[src/rtl/comb_pkg.sv]
package comb_pkg;
    typedef enum logic {
        POS_COLLECT = 1'b0,
        NEG_COLLECT = 1'b1
    } trk_state_t;
endpackage

[src/rtl/slice_shifter.sv]
module slice_shifter #(
    parameter int ADC_W     = 8,
    parameter int CELL_BITS = 2,
    parameter int NSLICE    = 8,
    localparam int SL_W     = (NSLICE > 1) ? $clog2(NSLICE) : 1,
    localparam int SH_W     = ADC_W + CELL_BITS * (NSLICE - 1)
) (
    input  logic [ADC_W-1:0] code,
    input  logic [SL_W-1:0]  slice,
    output logic [SH_W-1:0]  shifted
);
    logic [SH_W-1:0] cand [NSLICE];

    for (genvar k = 0; k < NSLICE; k++) begin : g_cand
        assign cand[k] = SH_W'(code) << (CELL_BITS * k);
    end

    always_comb begin
        shifted = '0;
        for (int k = 0; k < NSLICE; k++) begin
            if (slice == SL_W'(k)) shifted = cand[k];
        end
    end
endmodule

[src/rtl/order_tracker.sv]
module order_tracker
    import comb_pkg::*;
#(
    parameter int NSLICE = 8,
    parameter int NCH    = 16,
    localparam int SL_W  = (NSLICE > 1) ? $clog2(NSLICE) : 1,
    localparam int CH_W  = (NCH > 1) ? $clog2(NCH) : 1
) (
    input  logic            clk,
    input  logic            rst_n,
    input  logic            smp_valid,
    input  logic [SL_W-1:0] smp_slice,
    input  logic            smp_neg,
    input  logic [CH_W-1:0] smp_chan,
    output logic            take,
    output logic            first,
    output logic            neg_phase,
    output logic            done,
    output logic            bad,
    output logic [CH_W-1:0] cur_chan
);
    trk_state_t      state, state_nx;
    logic [SL_W-1:0] exp_slice, exp_slice_nx;
    logic [CH_W-1:0] exp_chan, exp_chan_nx;
    logic            match, last;

    always_ff @(posedge clk) begin
        if (!rst_n) begin
            state     <= POS_COLLECT;
            exp_slice <= '0;
            exp_chan  <= '0;
        end else begin
            state     <= state_nx;
            exp_slice <= exp_slice_nx;
            exp_chan  <= exp_chan_nx;
        end
    end

    always_comb begin
        match        = (smp_slice == exp_slice) && (smp_chan == exp_chan)
                       && (smp_neg == (state == NEG_COLLECT));
        last         = (exp_slice == SL_W'(NSLICE - 1));
        take         = smp_valid && match;
        bad          = smp_valid && !match;
        first        = (exp_slice == '0);
        neg_phase    = (state == NEG_COLLECT);
        done         = 1'b0;
        cur_chan     = exp_chan;
        state_nx     = state;
        exp_slice_nx = exp_slice;
        exp_chan_nx  = exp_chan;
        if (bad) begin
            state_nx     = POS_COLLECT;
            exp_slice_nx = '0;
        end else if (take) begin
            unique case (state)
                POS_COLLECT: begin
                    if (last) begin
                        state_nx     = NEG_COLLECT;
                        exp_slice_nx = '0;
                    end else begin
                        exp_slice_nx = exp_slice + 1'b1;
                    end
                end
                NEG_COLLECT: begin
                    if (last) begin
                        done         = 1'b1;
                        state_nx     = POS_COLLECT;
                        exp_slice_nx = '0;
                        exp_chan_nx  = (exp_chan == CH_W'(NCH - 1)) ? '0 : exp_chan + 1'b1;
                    end else begin
                        exp_slice_nx = exp_slice + 1'b1;
                    end
                end
                default: state_nx = POS_COLLECT;
            endcase
        end
    end

    // an out-of-order sample sends the tracker back to positive slice 0
    a_r6_restart: assert property (@(posedge clk) disable iff (!rst_n)
        bad |=> (state == POS_COLLECT && exp_slice == '0 && exp_chan == $past(exp_chan)));

    // a completed channel moves the expected channel on
    a_r5_chan_step: assert property (@(posedge clk) disable iff (!rst_n)
        done |=> (exp_chan != $past(exp_chan) || NCH == 1));
endmodule

[src/rtl/shift_add_combiner.sv]
module shift_add_combiner #(
    parameter int ADC_W     = 8,
    parameter int CELL_BITS = 2,
    parameter int NSLICE    = 8,
    parameter int NCH       = 16,
    localparam int SL_W     = (NSLICE > 1) ? $clog2(NSLICE) : 1,
    localparam int CH_W     = (NCH > 1) ? $clog2(NCH) : 1,
    localparam int SH_W     = ADC_W + CELL_BITS * (NSLICE - 1),
    localparam int ACC_W    = SH_W + SL_W,
    localparam int RES_W    = ACC_W + 1
) (
    input  logic                    clk,
    input  logic                    rst_n,
    input  logic                    smp_valid,
    input  logic [ADC_W-1:0]        smp_code,
    input  logic [SL_W-1:0]         smp_slice,
    input  logic                    smp_neg,
    input  logic [CH_W-1:0]         smp_chan,
    output logic                    res_valid,
    output logic [CH_W-1:0]         res_chan,
    output logic signed [RES_W-1:0] res_value,
    output logic                    seq_err
);
    logic             take, first, neg_phase, done, bad;
    logic [CH_W-1:0]  cur_chan;
    logic [SH_W-1:0]  shifted;
    logic [ACC_W-1:0] acc_pos, acc_neg, neg_total;

    slice_shifter #(.ADC_W(ADC_W), .CELL_BITS(CELL_BITS), .NSLICE(NSLICE)) u_shift (
        .code(smp_code), .slice(smp_slice), .shifted(shifted)
    );

    order_tracker #(.NSLICE(NSLICE), .NCH(NCH)) u_track (
        .clk(clk), .rst_n(rst_n), .smp_valid(smp_valid), .smp_slice(smp_slice),
        .smp_neg(smp_neg), .smp_chan(smp_chan), .take(take), .first(first),
        .neg_phase(neg_phase), .done(done), .bad(bad), .cur_chan(cur_chan)
    );

    assign neg_total = acc_neg + ACC_W'(shifted);

    always_ff @(posedge clk) begin
        if (!rst_n) begin
            acc_pos   <= '0;
            acc_neg   <= '0;
            res_valid <= 1'b0;
            res_chan  <= '0;
            res_value <= '0;
            seq_err   <= 1'b0;
        end else begin
            res_valid <= done;
            seq_err   <= bad;
            if (take && !neg_phase) acc_pos <= first ? ACC_W'(shifted) : acc_pos + ACC_W'(shifted);
            if (take && neg_phase)  acc_neg <= first ? ACC_W'(shifted) : neg_total;
            if (done) begin
                res_chan  <= cur_chan;
                res_value <= $signed({1'b0, acc_pos}) - $signed({1'b0, first ? ACC_W'(shifted) : neg_total});
            end
        end
    end

    // result and error never pulse together
    a_r8_exclusive: assert property (@(posedge clk) disable iff (!rst_n)
        !(res_valid && seq_err));

    // an idle input cycle produces no output in the next cycle
    a_r7_idle_quiet: assert property (@(posedge clk) disable iff (!rst_n)
        !smp_valid |=> (!res_valid && !seq_err));

    // a result always follows the last negative-array slice
    a_r4_last_neg: assert property (@(posedge clk) disable iff (!rst_n)
        res_valid |-> ($past(smp_neg) && $past(smp_slice) == SL_W'(NSLICE - 1)));
endmodule

[config.mk]
export PLATFORM = sky130hd
export DESIGN_NAME = shift_add_combiner
export DESIGN_NICKNAME = d
export VERILOG_FILES = /design/src/rtl/comb_pkg.sv /design/src/rtl/slice_shifter.sv /design/src/rtl/order_tracker.sv /design/src/rtl/shift_add_combiner.sv
export SDC_FILE = /design/constraint.sdc
export NUM_CORES = 1
export LEC_CHECK = 0
export ABC_AREA = 1
export BUFFER_PORTS_ARGS = -buffer_cell sky130_fd_sc_hd__buf_2
export CORE_AREA = 2 2 131 133
export CTS_BUF_LIST = sky130_fd_sc_hd__clkbuf_16
export DETAILED_ROUTE_END_ITERATION = 8
export DIE_AREA = 0 0 133 135
export GPL_TIMING_DRIVEN = 0
export PLACE_DENSITY = 0.67
export RECOVER_POWER = 50
export SETUP_SLACK_MARGIN = 0.02
export SYNTH_ARGS = -nofsm -noshare
export SYNTH_HDL_FRONTEND = slang
export SYNTH_SLANG_ARGS = --single-unit
[constraint.sdc]
create_clock -name clk -period 6.5 [get_ports clk]
set_input_delay 0.975 -clock clk [delete_from_list [all_inputs] [get_ports clk]]
set_output_delay 0.975 -clock clk [all_outputs]
set_load 0.005 [all_outputs]
==> key figures, run 1 <==
Power and ir drop
  • Leak: 0.00444 uW
  • Maximum vdd drop: 0.000131 V
  • Psw: 415 uW
  • Cell Int Power: 964 uW
  • Switching fraction of total power: 30.1%
  • Clock share of power: 42.8%
  • Part of the power in registers: 40.0%
  • Pwr Total: 1380 uW
  • Pwr dens: 155 nW/um^2
  • Combinational Power Share: 17.1%

STA
  • Fmax: 177 MHz
  • Hold Vio Cnt, Final: 0
  • Setup ws final: 0.838 ns
  • Slew margin rel.: 38.4%
  • Final setup fails: 0
  • Slew @ Worst Pin: 0.914 ns
  • Final Critical Period: 5.66 ns
  • Crit share post-route: 87.1%
  • Hold WS: 0.462 ns
  • Clock skew: 0.0118 ns
  • Setup_tns: 0 ns
  • RSZ-0062 raised after global routing: false
  • Final Max Slew Viols: 0

Synthesis
  • Number of synthesized flops with an enable pin: 0
  • Yosys warning total: 0
  • Syn avg cell area: 6.53 um^2
  • Count leader, synth: nand2_1
  • Synth area leaders: dfxtp_1 (22%), nand2_1 (12%), ha_1 (11%), a21oi_1 (7.6%), inv_1 (6.8%)
  • Async SR Flop Fraction: 0%
  • Yosys top cell by area: dfxtp_1
  • #FFs+latches synth: 90
  • Syn Nets: 1,333
  • Commonest cells in the synthesized netlist: nand2_1 (256), inv_1 (146), a21oi_1 (123)
  • Syn Inst Count: 1,242
  • Yosys top cell area share: 22.2%
  • Yosys cell types: 57
  • Post-synthesis cell area: 8110 um^2
  • Main synth FF type: dfxtp_1
  • Post-synthesis sequential area ratio: 22.2%

Layout
  • Sequential standard cell area: 1800 um^2
  • Multi-input logic area: 5490 um^2
  • Number of fill cells in the layout: 1,747
  • Final net count: 1,391
  • Layout Area Growth over Synthesis: 9.50%
  • Fin cells: 1,525
  • Layout cell share with drive strength beyond 1: 12.3%
  • Number of diodes: 0

Routing
  • Vias per cell: 5.59
  • Total number of vias: 8,529
  • Post-detailed-route wirelength per cell: 17.0 um
  • Router iterations before antenna repair: 8
  • Final ANT Viol Nets: 0
  • DRC: 0
  • Final WL: 25,900 um
  • DRT iter0 DRCs: 666

Critical path
  • Flop-to-flop setup slack: 2.09 ns
  • Worst Setup Path Type: primary input to flop
  • Critical path fanouts, max: 9
  • Worst path cell trace: clkbuf_1, nand2_1, nor2_1, inv_1, o21ai_0, ha_1, a21oi_1, nor2_1, nor2_1, nand3_1, a21oi_1, inv_1, or2_2, a21oi_1, ha_1, nand2_1, o21ai_0, a21oi_1, a21boi_1, o21ai_4, a21oi_2, xor2_1, a21oi_1
  • Most frequent cell on the critical path: a21oi_1
  • CP Launch Type: primary input
  • Worst path required time: 6.73 ns
  • Critical path's slowest cell: o21ai_0
  • CP top delay family: compound AO/OA/AOI/OAI gates
  • Buffers plus inverters on the worst setup path: 3
  • Worst setup EP type: flop
  • Worst path arrival time: 5.89 ns
  • Slowest stage delay, CP: 0.76 ns

Run
  • Max-cap viol count: 0

Clock network
  • Post-CTS Hold Fix Bufs: 0
  • CTS Buffer Depth: 2
  • Clock-pin slew on the worst setup and hold paths: 0.07 ns
  • TritonCTS sink count: 90
  • Clk_lat worst skew: 0.36 ns
  • Inserted Clock Buffers: 9
  • Postcts setup bufs: 0
  • CTS H-tree depth: 3
  • CTS root buffer: clkbuf_16
  • CTS tree: done
  • Post-CTS Resized: 0

Place
  • GP Congestion: 0.995
  • HPWL after DPL: 20,900 um
  • Cells after DPL: 1,509
  • Port bufs: 47
  • Dpl ws: 0.705 ns

Hold path
  • Hold WC Path Type: flop to flop

Global route
  • Initial antenna violation count: 0
  • Vias in the first global route: 7,897
  • Gr ovfl total: 0
  • Largest net degree at the start of global routing: 16
  • First-pass GRT wire length: 40,900 um
  • Tot GR Track Use: 29.3%

Floorplanning
  • Core area: 16,400 um^2
  • Num ports: 51
  • Height of the chip: 135 um
  • Die extent in x: 133 um
  • Placement Rows: 47
  • Initial Utilization: 49.4%
  • Die area: 18,000 um^2

Outcome
  • Status: finished clean
-- path summary, 6_finish.rpt --
check,from,to,cells after the start
setup / recovery,smp_slice[0],res_value[19],23
hold / removal,res_chan[2],res_chan[2],2
setup reg to reg,u_track.exp_slice[0],res_value[19],21
hold reg to reg,res_chan[2],res_chan[2],2
-- placed cells by master (no fill, tap or decap), types with 19 or more instances in the layout --
master and instances:
nor2_1 88, o21ai_0 106, inv_1 147, nand3_1 68, clkbuf_1 40, buf_2 38
nand2_1 257, o211ai_1 19, ha_1 69, nand2_2 20, inv_2 25, a21oi_1 123
dfxtp_1 90
-- layer usage --
metal | global-route usage, % | share of wire [%] | vias up
li1 | - | - | 4312
met5 | 0 | 0 | -
met3 | 4.92 | 6.3 | 58
met2 | 47.9 | 45 | 279
met4 | 11.6 | 3.6 | 0
met1 | 38.5 | 45 | 3880
-- sequential cells by signal, indices dropped and copies added (netlist names) --
signal and cells:
res_chan 4, seq_err 1, acc_pos 25, u_track.exp_slice 3
res_value 26, acc_neg 25, res_valid 1, u_track.neg_phase 1
u_track.cur_chan 4
-- through the flow --
stage	util, %	instance area [um^2]
2_1_floorplan	-	8110
3_3_place_gp	52.6	8620
3_5_place_dp	52.6	8620
4_1_cts	54.5	8940
5_1_grt	54.1	8880
6_report	54.1	8880
-- power groups by stage --
| stage | clock [uW] | sequential, uW | combinational, uW |
|---|---|---|---|
| 2_1_floorplan | 0 | 565 | 168 |
| 4_1_cts | 591 | 552 | 233 |
| 3_3_place_gp | 0 | 565 | 231 |
| 6_report | 590 | 552 | 236 |
| 3_5_place_dp | 0 | 565 | 232 |
| 5_1_grt | 611 | 552 | 262 |
-- worst register-to-register path: stages (launching register included) --
cell	delay, ns
dfxtp_1	0.35
inv_1	0.09
ha_1	0.24
nand2_4	0.19
inv_1	0.14
buf_2	0.20
buf_1	0.29
o21ai_0	0.52
inv_1	0.20
ha_1	0.31
nand2_1	0.07
nor2_1	0.04
a211o_1	0.26
nand3_1	0.08
nand2_1	0.09
nand2_1	0.07
nand2_1	0.11
a21boi_1	0.49
o21ai_4	0.15
a21oi_2	0.15
xor2_1	0.20
a21oi_1	0.08
-- layout make-up --
class / instances / share of cell area (%)
timing repair buffer: 47 / 2.37
sequential: 90 / 20.3
clock buffer: 9 / 2.54
buffer: 35 / 1.63
clock inverter: 7 / 1.03
multi-input combinational: 944 / 61.7
tap: 220 / 3.10
inverter: 173 / 7.31
-- logic make-up (layout without fill, tap and decap cells) --
logic type               count (synthesis)  count (layout)  share of synthesized area [%]
XOR/XNOR                                28              28                           3.02
flip-flops                              90              90                           22.2
AND/OR/NAND/NOR                        510             510                           29.3
adder cells (fa/ha/maj)                 72              72                           11.4
AO/OA/AOI/OAI                          334             334                           24.1
buffers and inverters                  208             271                           9.90
(Power assumes the default switching activity.)
==> run 2: changes to the inputs <==
--- a/config.mk
+++ b/config.mk
@@ -14,6 +14,7 @@
 export GPL_TIMING_DRIVEN = 0
 export PLACE_DENSITY = 0.67
 export RECOVER_POWER = 50
+export REMOVE_ABC_BUFFERS = 1
 export SETUP_SLACK_MARGIN = 0.02
 export SYNTH_ARGS = -nofsm -noshare
 export SYNTH_HDL_FRONTEND = slang
==> run 2 against run 1 <==
  * The run now ends with capacitance limit, slew limit left
  * Wire length decreased by 13%
  * Non-clock buffer count decreased by 29
  * Fmax increased by 6.9%
  * First-iteration DRC count decreased by 31%
==> key figures, run 2 (synthesized netlist as in run 1, its figures left out) <==
Critical path
  • Critical path fanouts, max: 5 (was 9)
  • CP Launch Type: primary input (unchanged)
  • Worst path required time: 6.75 ns (was 6.73 ns)
  • Critical path's slowest cell: a21boi_1 (was o21ai_0)
  • Worst path arrival time: 5.55 ns (was 5.89 ns)
  • Worst Setup Path Type: primary input to flop (unchanged)
  • Worst setup EP type: flop (unchanged)
  • Slowest stage delay, CP: 0.42 ns (was 0.76 ns)
  • Buffers plus inverters on the worst setup path: 5 (was 3)
  • Flop-to-flop setup slack: 1.80 ns (was 2.09 ns)
  • CP top delay family: compound AO/OA/AOI/OAI gates (unchanged)

Floorplanning
  • Initial Utilization: 49.4% (unchanged)
  • Height of the chip: 135 um (unchanged)
  • Num ports: 51 (unchanged)
  • Core area: 16,400 um^2 (unchanged)
  • Die extent in x: 133 um (unchanged)
  • Die area: 18,000 um^2 (unchanged)
  • Placement Rows: 47 (unchanged)

STA
  • Slew margin rel.: -128% (was 38.4%)
  • Fmax: 189 MHz (was 177 MHz)
  • Hold Vio Cnt, Final: 0 (unchanged)
  • Slew @ Worst Pin: 3.42 ns (was 0.914 ns)
  • Final Critical Period: 5.30 ns (was 5.66 ns)
  • Crit share post-route: 81.5% (was 87.1%)
  • Clock skew: 0.0134 ns (was 0.0118 ns)
  • Final Max Slew Viols: 82 (was 0)
  • Setup_tns: 0 ns (unchanged)
  • RSZ-0062 raised after global routing: false (unchanged)
  • Final setup fails: 0 (unchanged)

Clock network
  • Postcts setup bufs: 0 (unchanged)
  • CTS Buffer Depth: 2 (unchanged)
  • CTS root buffer: clkbuf_16 (unchanged)
  • Post-CTS Resized: 0 (unchanged)
  • CTS H-tree depth: 3 (unchanged)
  • Post-CTS Hold Fix Bufs: 0 (unchanged)
  • CTS tree: done (unchanged)
  • Clock-pin slew on the worst setup and hold paths: 0.07 ns (about the same)
  • Inserted Clock Buffers: 9 (unchanged)
  • TritonCTS sink count: 90 (unchanged)
  • Clk_lat worst skew: 0.36 ns (about the same)

Global route
  • Gr ovfl total: 0 (unchanged)
  • Tot GR Track Use: 25.5% (was 29.3%)
  • First-pass GRT wire length: 36,600 um (was 40,900 um)
  • Gr busiest metal: met2 (unchanged)
  • M1 GR Usage: 32.4% (was 38.5%)
  • Met2 Use GR: 43.9% (was 47.9%)
  • Largest net degree at the start of global routing: 82 (was 16)
  • Met3 GRT Util: 3.30% (was 4.92%)
  • Vias in the first global route: 7,388 (was 7,897)
  • Initial antenna violation count: 0 (unchanged)

Layout
  • Layout cell share with drive strength beyond 1: 13.3% (was 12.3%)
  • Final net count: 1,362 (was 1,391)
  • Number of diodes: 0 (unchanged)
  • Max FFs per register: 26 (unchanged)
  • Layout Area Growth over Synthesis: 8.74% (was 9.50%)
  • Most common cell after layout, fill and taps aside: nand2_1 (unchanged)
  • Commonest non-fill, non-tap cells in the layout: nand2_1 (256), inv_1 (146), a21oi_1 (123), o21ai_0 (104), dfxtp_1 (90) (was nand2_1 (257), inv_1 (147), a21oi_1 (123), o21ai_0 (106), dfxtp_1 (90))
  • Register with the most flip-flops: res_value (unchanged)
  • Largest regs: res_value: 26 flops, acc_neg: 25 flops, acc_pos: 25 flops (unchanged)
  • Design Area, Final: 8820 um^2 (was 8880 um^2)

Power and ir drop
  • Clock share of power: 38.7% (was 42.8%)
  • Psw: 385 uW (was 415 uW)
  • Switching fraction of total power: 30.3% (was 30.1%)
  • Cell Int Power: 884 uW (was 964 uW)
  • Pwr dens: 144 nW/um^2 (was 155 nW/um^2)
  • Part of the power in registers: 43.5% (was 40.0%)
  • Maximum vdd drop: 0.000141 V (was 0.000131 V)
  • Combinational Power Share: 17.8% (was 17.1%)
  • Leak: 0.00441 uW (was 0.00444 uW)

Run
  • Max-cap viol count: 1 (was 0)

Routing
  • Total number of vias: 8,124 (was 8,529)
  • Final ANT Viol Nets: 0 (unchanged)
  • Post-detailed-route wirelength per cell: 15.1 um (was 17.0 um)
  • Router iterations before antenna repair: 5 (was 8)
  • Vias per cell: 5.43 (was 5.59)
  • DRT iter0 DRCs: 461 (was 666)
  • DRC: 0 (unchanged)
  • Final WL: 22,500 um (was 25,900 um)

Outcome
  • Status: complete, but fails checks (was finished clean)
  • Failing checks: capacitance limit, slew limit

Place
  • GP Congestion: 0.956 (was 0.995)
  • Placed standard-cell area: 8540 um^2 (was 8620 um^2)
  • HPWL after DPL: 17,500 um (was 20,900 um)
  • Port bufs: 50 (was 47)

Hold path
  • Hold WC Path Type: flop to flop (unchanged)
[run 2: layer usage]
layer | up-vias | share of wire [%]
met4 | 0 | 3.4
met1 | 3623 | 45
li1 | 4261 | -
met2 | 197 | 48
met3 | 43 | 4.3
met5 | - | 0
[run 2: path summary, 6_finish.rpt]
path / cells after the start / from / to
worst max-delay path: 29 / smp_slice[1] / res_value[23]
worst min-delay path: 2 / res_chan[2] / res_chan[2]
worst max register to register: 23 / u_track.exp_slice[0] / res_value[23]
worst min register to register: 2 / res_chan[2] / res_chan[2]
[run 2: cell type report]
class / count / area, um^2
Tap cell: 220 / 275
Inverter: 173 / 649
Fill cell: 1699 / 7580
Timing Repair Buffer: 53 / 305
Clock buffer: 9 / 225
Clock inverter: 7 / 45.0
Multi-Input combinational cell: 944 / 5520
Sequential cell: 90 / 1800
[run 2: worst reg2reg max path: stages, from the launching register on]
cell	delay, ns
dfxtp_1	0.36
inv_1	0.10
ha_1	0.24
nand2_4	0.45
clkinv_1	0.62
buf_16	0.35
o21ai_0	0.38
inv_1	0.13
ha_1	0.29
nand2_1	0.06
nor2_1	0.04
a211o_1	0.26
nand3_1	0.08
nand2_1	0.08
nand2_1	0.07
nand2_1	0.14
a21boi_1	0.41
nor2_1	0.13
nand3_1	0.13
nand3_1	0.08
nand2_1	0.06
nand3_1	0.06
nand2_1	0.06
inv_1	0.03
[run 2: stage by stage]
stage                     total power [uW]  std cells  util (%)  setup slack (ns)  hold slack, ns
after global routing                  1330       1496      53.8             0.701           0.497
after detailed placement               788       1479      52.0             0.881           0.460
after floorplan                        725       1207         -              1.75           0.458
after global placement                 787       1477      51.7             0.687           0.456
final                                 1270       1496      53.8              1.20           0.469
after CTS                             1280       1495      53.7              1.23           0.469
[run 2: power by group through the flow]
stage | Sequential (uW) | Combinational (uW) | Clock (uW)
CTS | 552 | 224 | 501
global placement | 565 | 222 | 0
detailed placement | 565 | 223 | 0
floorplan | 565 | 161 | 0
finish | 552 | 225 | 491
global route | 552 | 251 | 523
